<file path="src/rtl/sbox_cf_pkg.sv">
package sbox_cf_pkg;

  // Multiply in GF(16); p is the full 5-bit reduction polynomial.
  function automatic logic [3:0] nib_mul(input logic [3:0] a, input logic [3:0] b,
                                         input logic [4:0] p);
    logic [3:0] acc;
    logic [3:0] sh;
    acc = 4'h0;
    sh  = a;
    for (int i = 0; i < 4; i++) begin
      if (b[i]) acc = acc ^ sh;
      sh = {sh[2:0], 1'b0} ^ (sh[3] ? p[3:0] : 4'h0);
    end
    return acc;
  endfunction

  // Multiply in GF((2^4)^2): element = hi*y + lo, where y^2 = y + lam.
  function automatic logic [7:0] pair_mul(input logic [7:0] a, input logic [7:0] b,
                                          input logic [4:0] p, input logic [3:0] lam);
    logic [3:0] hh;
    logic [3:0] hi;
    logic [3:0] lo;
    hh = nib_mul(a[7:4], b[7:4], p);
    hi = hh ^ nib_mul(a[7:4], b[3:0], p) ^ nib_mul(a[3:0], b[7:4], p);
    lo = nib_mul(hh, lam, p) ^ nib_mul(a[3:0], b[3:0], p);
    return {hi, lo};
  endfunction

  // First nonzero lam for which y^2 + y + lam has no root in GF(16).
  function automatic logic [3:0] find_lambda(input logic [4:0] p);
    logic found;
    logic [3:0] lam;
    lam = 4'h0;
    for (int c = 15; c >= 1; c--) begin
      found = 1'b0;
      for (int t = 0; t < 16; t++)
        if ((nib_mul(t[3:0], t[3:0], p) ^ t[3:0] ^ c[3:0]) == 4'h0) found = 1'b1;
      if (!found) lam = c[3:0];
    end
    return lam;
  endfunction

  // A root of the byte-field polynomial fp inside the tower field.
  function automatic logic [7:0] find_root(input logic [4:0] p, input logic [3:0] lam,
                                           input logic [8:0] fp);
    logic [7:0] acc;
    logic [7:0] pw;
    logic [7:0] root;
    root = 8'h00;
    for (int cand = 255; cand >= 2; cand--) begin
      acc = 8'h00;
      pw  = 8'h01;
      for (int k = 0; k < 9; k++) begin
        if (fp[k]) acc = acc ^ pw;
        pw = pair_mul(pw, cand[7:0], p, lam);
      end
      if (acc == 8'h00) root = cand[7:0];
    end
    return root;
  endfunction

  // Column i of a matrix is bits [8i+7:8i]; out = XOR of columns picked by x.
  function automatic logic [7:0] apply_matrix(input logic [63:0] m, input logic [7:0] x);
    logic [7:0] acc;
    acc = 8'h00;
    for (int i = 0; i < 8; i++)
      if (x[i]) acc = acc ^ m[i*8 +: 8];
    return acc;
  endfunction

  // Byte field -> tower field: column i is root^i.
  function automatic logic [63:0] into_matrix(input logic [4:0] p, input logic [3:0] lam,
                                              input logic [8:0] fp);
    logic [63:0] m;
    logic [7:0]  r;
    logic [7:0]  pw;
    r  = find_root(p, lam, fp);
    pw = 8'h01;
    m  = 64'h0;
    for (int i = 0; i < 8; i++) begin
      m[i*8 +: 8] = pw;
      pw = pair_mul(pw, r, p, lam);
    end
    return m;
  endfunction

  // Tower field -> byte field, found by searching the preimage of each unit vector.
  function automatic logic [63:0] back_matrix(input logic [63:0] m);
    logic [63:0] b;
    b = 64'h0;
    for (int j = 0; j < 8; j++)
      for (int a = 0; a < 256; a++)
        if (apply_matrix(m, a[7:0]) == (8'h01 << j)) b[j*8 +: 8] = a[7:0];
    return b;
  endfunction

  function automatic logic [7:0] rotl8(input logic [7:0] x, input int k);
    return (x << k) | (x >> (8 - k));
  endfunction

endpackage

</file>
<file path="src/rtl/cf_lin_map.sv">
module cf_lin_map #(
  parameter logic [63:0] MAT = 64'h8040201008040201
) (
  input  logic [7:0] vin,
  output logic [7:0] vout
);
  import sbox_cf_pkg::*;

  always_comb vout = apply_matrix(MAT, vin);
endmodule

</file>
<file path="src/rtl/cf_nib_inv.sv">
module cf_nib_inv #(
  parameter logic [4:0] NIB_POLY = 5'h13
) (
  input  logic [3:0] n_in,
  output logic [3:0] n_out
);
  import sbox_cf_pkg::*;

  logic [3:0] p2, p4, p8, p6;

  // n^14 = n^-1 for nonzero n, and 0 for 0.
  always_comb begin
    p2    = nib_mul(n_in, n_in, NIB_POLY);
    p4    = nib_mul(p2, p2, NIB_POLY);
    p8    = nib_mul(p4, p4, NIB_POLY);
    p6    = nib_mul(p4, p2, NIB_POLY);
    n_out = nib_mul(p8, p6, NIB_POLY);
  end

  always_comb begin
    if (n_in != 4'h0)
      AST_NIB_INV_UNIT: assert (nib_mul(n_in, n_out, NIB_POLY) == 4'h1) else $error("nibble inverse");
    else
      AST_NIB_ZERO: assert (n_out == 4'h0) else $error("nibble zero");
  end
endmodule

</file>
<file path="src/rtl/cf_pair_inv.sv">
module cf_pair_inv #(
  parameter logic [4:0] NIB_POLY = 5'h13,
  parameter logic [3:0] LAMBDA   = 4'h9
) (
  input  logic [7:0] t_in,
  output logic [7:0] t_out
);
  import sbox_cf_pkg::*;

  logic [3:0] hi, lo, delta, delta_inv;

  // inverse of hi*y+lo is (hi*d, (hi^lo)*d) with d = 1/(hi^2*lam + hi*lo + lo^2)
  always_comb begin
    hi    = t_in[7:4];
    lo    = t_in[3:0];
    delta = nib_mul(nib_mul(hi, hi, NIB_POLY), LAMBDA, NIB_POLY)
          ^ nib_mul(hi, lo, NIB_POLY) ^ nib_mul(lo, lo, NIB_POLY);
  end

  cf_nib_inv #(.NIB_POLY(NIB_POLY)) u_nib_inv (.n_in(delta), .n_out(delta_inv));

  always_comb t_out = {nib_mul(hi, delta_inv, NIB_POLY), nib_mul(hi ^ lo, delta_inv, NIB_POLY)};

  always_comb begin
    if (t_in != 8'h00)
      AST_PAIR_INV_UNIT: assert (pair_mul(t_in, t_out, NIB_POLY, LAMBDA) == 8'h01) else $error("pair inverse");
    else
      AST_PAIR_ZERO: assert (t_out == 8'h00) else $error("pair zero");
  end
endmodule

</file>
<file path="src/rtl/cf_affine.sv">
module cf_affine #(
  parameter bit         INVERSE = 1'b0,
  parameter logic [7:0] AFF_C   = 8'h63
) (
  input  logic [7:0] a_in,
  output logic [7:0] a_out
);
  import sbox_cf_pkg::*;

  generate
    if (INVERSE) begin : g_inv
      logic [7:0] x;
      always_comb begin
        x     = a_in ^ AFF_C;
        a_out = rotl8(x, 1) ^ rotl8(x, 3) ^ rotl8(x, 6);
      end
      always_comb
        if (a_in == AFF_C)
          AST_INV_AFF_CONST: assert (a_out == 8'h00) else $error("inverse affine const");
    end else begin : g_fwd
      always_comb
        a_out = a_in ^ rotl8(a_in, 1) ^ rotl8(a_in, 2) ^ rotl8(a_in, 3) ^ rotl8(a_in, 4) ^ AFF_C;
      always_comb
        if (a_in == 8'h00)
          AST_FWD_AFF_CONST: assert (a_out == AFF_C) else $error("forward affine const");
    end
  endgenerate
endmodule

</file>
<file path="src/rtl/sbox_cf.sv">
module sbox_cf #(
  parameter logic [4:0] NIB_POLY   = 5'h13,
  parameter logic [8:0] FIELD_POLY = 9'h11B
) (
  input  logic [7:0] data_in,
  input  logic       inv_sel,
  output logic [7:0] data_out
);
  import sbox_cf_pkg::*;

  localparam logic [3:0]  LAMBDA   = find_lambda(NIB_POLY);
  localparam logic [63:0] MAP_INTO = into_matrix(NIB_POLY, LAMBDA, FIELD_POLY);
  localparam logic [63:0] MAP_BACK = back_matrix(MAP_INTO);

  logic [7:0] pre_aff, inv_in, tower_in, tower_out, byte_inv, post_aff;

  cf_affine #(.INVERSE(1'b1)) u_pre (.a_in(data_in), .a_out(pre_aff));

  always_comb inv_in = inv_sel ? pre_aff : data_in;

  cf_lin_map  #(.MAT(MAP_INTO)) u_into (.vin(inv_in), .vout(tower_in));
  cf_pair_inv #(.NIB_POLY(NIB_POLY), .LAMBDA(LAMBDA)) u_inv (.t_in(tower_in), .t_out(tower_out));
  cf_lin_map  #(.MAT(MAP_BACK)) u_back (.vin(tower_out), .vout(byte_inv));

  cf_affine #(.INVERSE(1'b0)) u_post (.a_in(byte_inv), .a_out(post_aff));

  always_comb data_out = inv_sel ? byte_inv : post_aff;

  always_comb begin
    AST_MAP_ROUNDTRIP: assert (apply_matrix(MAP_BACK, tower_in) == inv_in) else $error("map roundtrip");
    if (inv_sel)
      AST_INV_FIXED: assert (data_in != 8'h63 || data_out == 8'h00) else $error("inverse of 0x63");
    else
      AST_FWD_FIXED: assert (data_in != 8'h00 || data_out == 8'h63) else $error("forward of 0x00");
  end
endmodule

</file>
<file path="config.mk">
export PLATFORM = sky130hd
export DESIGN_NAME = sbox_cf
export DESIGN_NICKNAME = d
export VERILOG_FILES = /design/src/rtl/sbox_cf_pkg.sv /design/src/rtl/cf_lin_map.sv /design/src/rtl/cf_nib_inv.sv /design/src/rtl/cf_pair_inv.sv /design/src/rtl/cf_affine.sv /design/src/rtl/sbox_cf.sv
export SDC_FILE = /design/constraint.sdc
export NUM_CORES = 1
export LEC_CHECK = 0
export ABC_CLOCK_PERIOD_IN_PS = 25700
export BUFFER_PORTS_ARGS = -buffer_cell sky130_fd_sc_hd__buf_2
export CAP_MARGIN = 0
export CORE_UTILIZATION = 46
export DETAILED_ROUTE_END_ITERATION = 8
export MAX_ROUTING_LAYER = met4
export SLEW_MARGIN = 10
export SYNTH_ARGS = -nofsm -noshare
export SYNTH_HDL_FRONTEND = slang
export SYNTH_SLANG_ARGS = --single-unit
</file>
<file path="constraint.sdc">
create_clock -name vclk -period 25.7
set_clock_uncertainty 0.2 [all_clocks]
set_input_delay 5.14 -clock vclk [all_inputs]
set_output_delay 5.14 -clock vclk [all_outputs]
set_load 0.02 [all_outputs]
</file>
==> implementation parameters <==
Parameter                              Value

Critical path
  Category of the most critical setup path ... in2out
  Arrival time worst endpoint ... 11970 ps
  Capture point of the worst path ... data_out[6]
  Kind of start point of the critical path ... input pin
  Launch point of the critical path ... inv_sel
  Data required time at the worst endpoint ... 20360 ps
  Crit Path Max Fanout ... 25
  Crit. End Element ... output port

Place
  Area after detailed placement ... 2749 µm²
  HPWL Detailed ... 4691 µm
  Count of port buffers added during placement ... 17
  Last weighted congestion value of the routability-driven placer ... 0.8992

Die
  Standard cell core area ... 5574 µm²
  Site row count ... 27
  IO Pins ... 17
  Starting density of the core ... 48.15%
  DIE HEIGHT ... 78.39 µm
  DIE AREA ... 6144 µm²
  Width of the die ... 78.39 µm

Timing
  RSZ-0062 raised after global routing ... false
  Hold Violations, Final ... 0
  Number of failing setup endpoints in the final timing report ... 0
  Highest clock rate ... 57.76 MHz
  Pin slew with the least headroom to its limit ... 730.5 ps
  Relative slew slack ... 50.95%
  TNS Setup ... 0 ps
  Post-route clock period utilization ... 67.37%
  Post-route minimum period ... 17310 ps
  Final max-slew violation count ... 0

Global route
  Number of global-route vias before repair ... 2015
  Global-route wire length before repair ... 10010 µm
  Maximum number of pins on one net before global-route repair ... 26
  Tot GR Track Use ... 20.52%
  Gr ovfl total ... 0
  Number of antenna violations at the first check in global routing ... 0

Detailed routing
  Antenna Nets Post-Route ... 0
  Detailed router's first-iteration violation count ... 126
  Total length of routed met2 wires ... 2760 µm
  Met3 wire len ... 189 µm
  Routed wire length ... 5935 µm
  Per-cell via count in the routed design ... 5.855
  Highest metal layer with signal wires ... met4
  Met1 wire length ... 2954 µm
  Detailed Routing Iterations Pass 1 ... 4
  Wire per inst ... 15.66 µm
  Remaining routing DRC violations ... 0
  Overall via count from detail_route ... 2219

Cells and area
  Multi-input gate area ... 2522 µm²
  Final Cell Area ... 2749 µm²
  Layout overhead on the synthesized area ... 2.424%
  Fraction of layout cells with a size suffix above 1 ... 20.20%
  Final nets ... 323
  CLK BUF ... 0
  Final design utilization ... 49.32%
  Number of flip-flops and latches ... 0
  Register area ... 0 µm²
  Number of inserted filler cells in the final layout ... 562
  N_diodes ... 0

Logic synthesis
  Summed instance area of the synthesized netlist ... 2684 µm²
  Post-synthesis average cell area ... 8.714 µm²
  Most instantiated library cell after synthesis ... xnor2_1
  Post-synthesis cell count ... 308
  Commonest cells in the netlist ... 37 x xnor2_1, 26 x nand2_1, 24 x nor2_1
  Synth warnings ... 0
  Net count after synthesis ... 322
  Cell taking the most area after synthesis ... xnor2_1
  Unique cell type count in the Yosys netlist ... 68
  Most area-consuming cells after synthesis ... xnor2_1 12%, mux2i_1 8.2%, xor3_1 7.1%
  Share of synthesized area occupied by flip-flops and latches ... 0%
  Post-synth top area share ... 12.07%

Clocking
  Number of buffers inserted for hold repair after clock tree synthesis ... 0
  Setup Buffers After CTS ... 0
  PostCTS Resize Cnt ... 0

Run
  Number of max-capacitance violations reported ... 0

Hold path
  Class of the tightest hold or removal check ... in2out

Outcome
  Run status ... completed
[logic make-up (layout without fill, tap and decap cells)]
logic type	count (synthesis)	in the layout	synth area share (%)
buffers and inverters	29	28	6.014
AND/OR/NAND/NOR	91	91	16.74
XOR/XNOR	86	86	43.36
multiplexers	27	27	10.40
AO/OA/AOI/OAI	70	70	21.17
adder cells (fa/ha/maj)	5	5	2.331
[per-stage QoR]
step | setup WS (ps) | cells | hold WS [ps]
2_1_floorplan | 9050 | 308 | 10500
3_3_place_gp | 8448 | 379 | 10710
3_5_place_dp | 8403 | 379 | 10710
4_1_cts | 8390 | 379 | 10720
5_1_grt | 7826 | 379 | 10750
6_report | 8386 | 379 | 10720
[layer usage]
layer,track usage [%],vias to the layer above
li1,-,1108
met1,29.16,1053
met2,34.12,56
met3,0.2326,2
met4,1.481,0
met5,-,-
[critical path, stage by stage]
cell and delay (ps):
buf_2 470, inv_2 220, mux2i_1 180, xnor2_1 600
ha_1 410, mux2i_1 150, xnor2_1 160, o21ai_1 170
xnor3_1 370, xor2_2 470, inv_2 190, ha_1 370
inv_1 200, nor2_1 90, mux2i_1 250, and3_1 490
nor3_2 140, a221oi_2 380, xor2_2 280, xnor3_2 550
xnor2_1 160, mux2i_1 200, xor2_1 150, buf_2 170
[how the worst min path moves through the flow]
stage,startpoint,endpoint,slack (ps),cells after the start
3_5_place_dp,inv_sel,data_out[3],10710,3
2_1_floorplan,inv_sel,data_out[1],10500,3
4_1_cts,inv_sel,data_out[3],10720,3
5_1_grt,inv_sel,data_out[3],10750,3
6_report,inv_sel,data_out[3],10720,3
3_3_place_gp,inv_sel,data_out[3],10710,3
[cells in the final DEF, fill, tap and decap left out, types with 4 or more instances in the layout]
| cell | netlist | layout |
|---|---|---|
| nand2_1 | 26 | 26 |
| xnor3_1 | 8 | 8 |
| o21ai_0 | 11 | 11 |
| xnor2_2 | 8 | 8 |
| xnor2_1 | 37 | 37 |
| nor2_1 | 24 | 24 |
| a221oi_2 | 4 | 4 |
| mux2i_1 | 22 | 22 |
| nand3_1 | 8 | 8 |
| xor3_1 | 8 | 8 |
| a21oi_1 | 9 | 9 |
| nor3_1 | 8 | 8 |
| buf_2 | 10 | 17 |
| o21ai_1 | 5 | 5 |
| o211ai_1 | 5 | 5 |
| mux2_2 | 4 | 4 |
| inv_1 | 6 | 6 |
| xor2_1 | 17 | 17 |
| ha_1 | 5 | 5 |
| a211oi_1 | 4 | 4 |
[layout make-up]
cell class	instances	share of cell area, %
inverters	9	1.320
multi-input cells	279	91.76
well taps	72	3.277
repair buffers	19	3.641
Power is not shown: default switching activity piles up to over one toggle a cycle in this logic, so the estimate is an artifact.
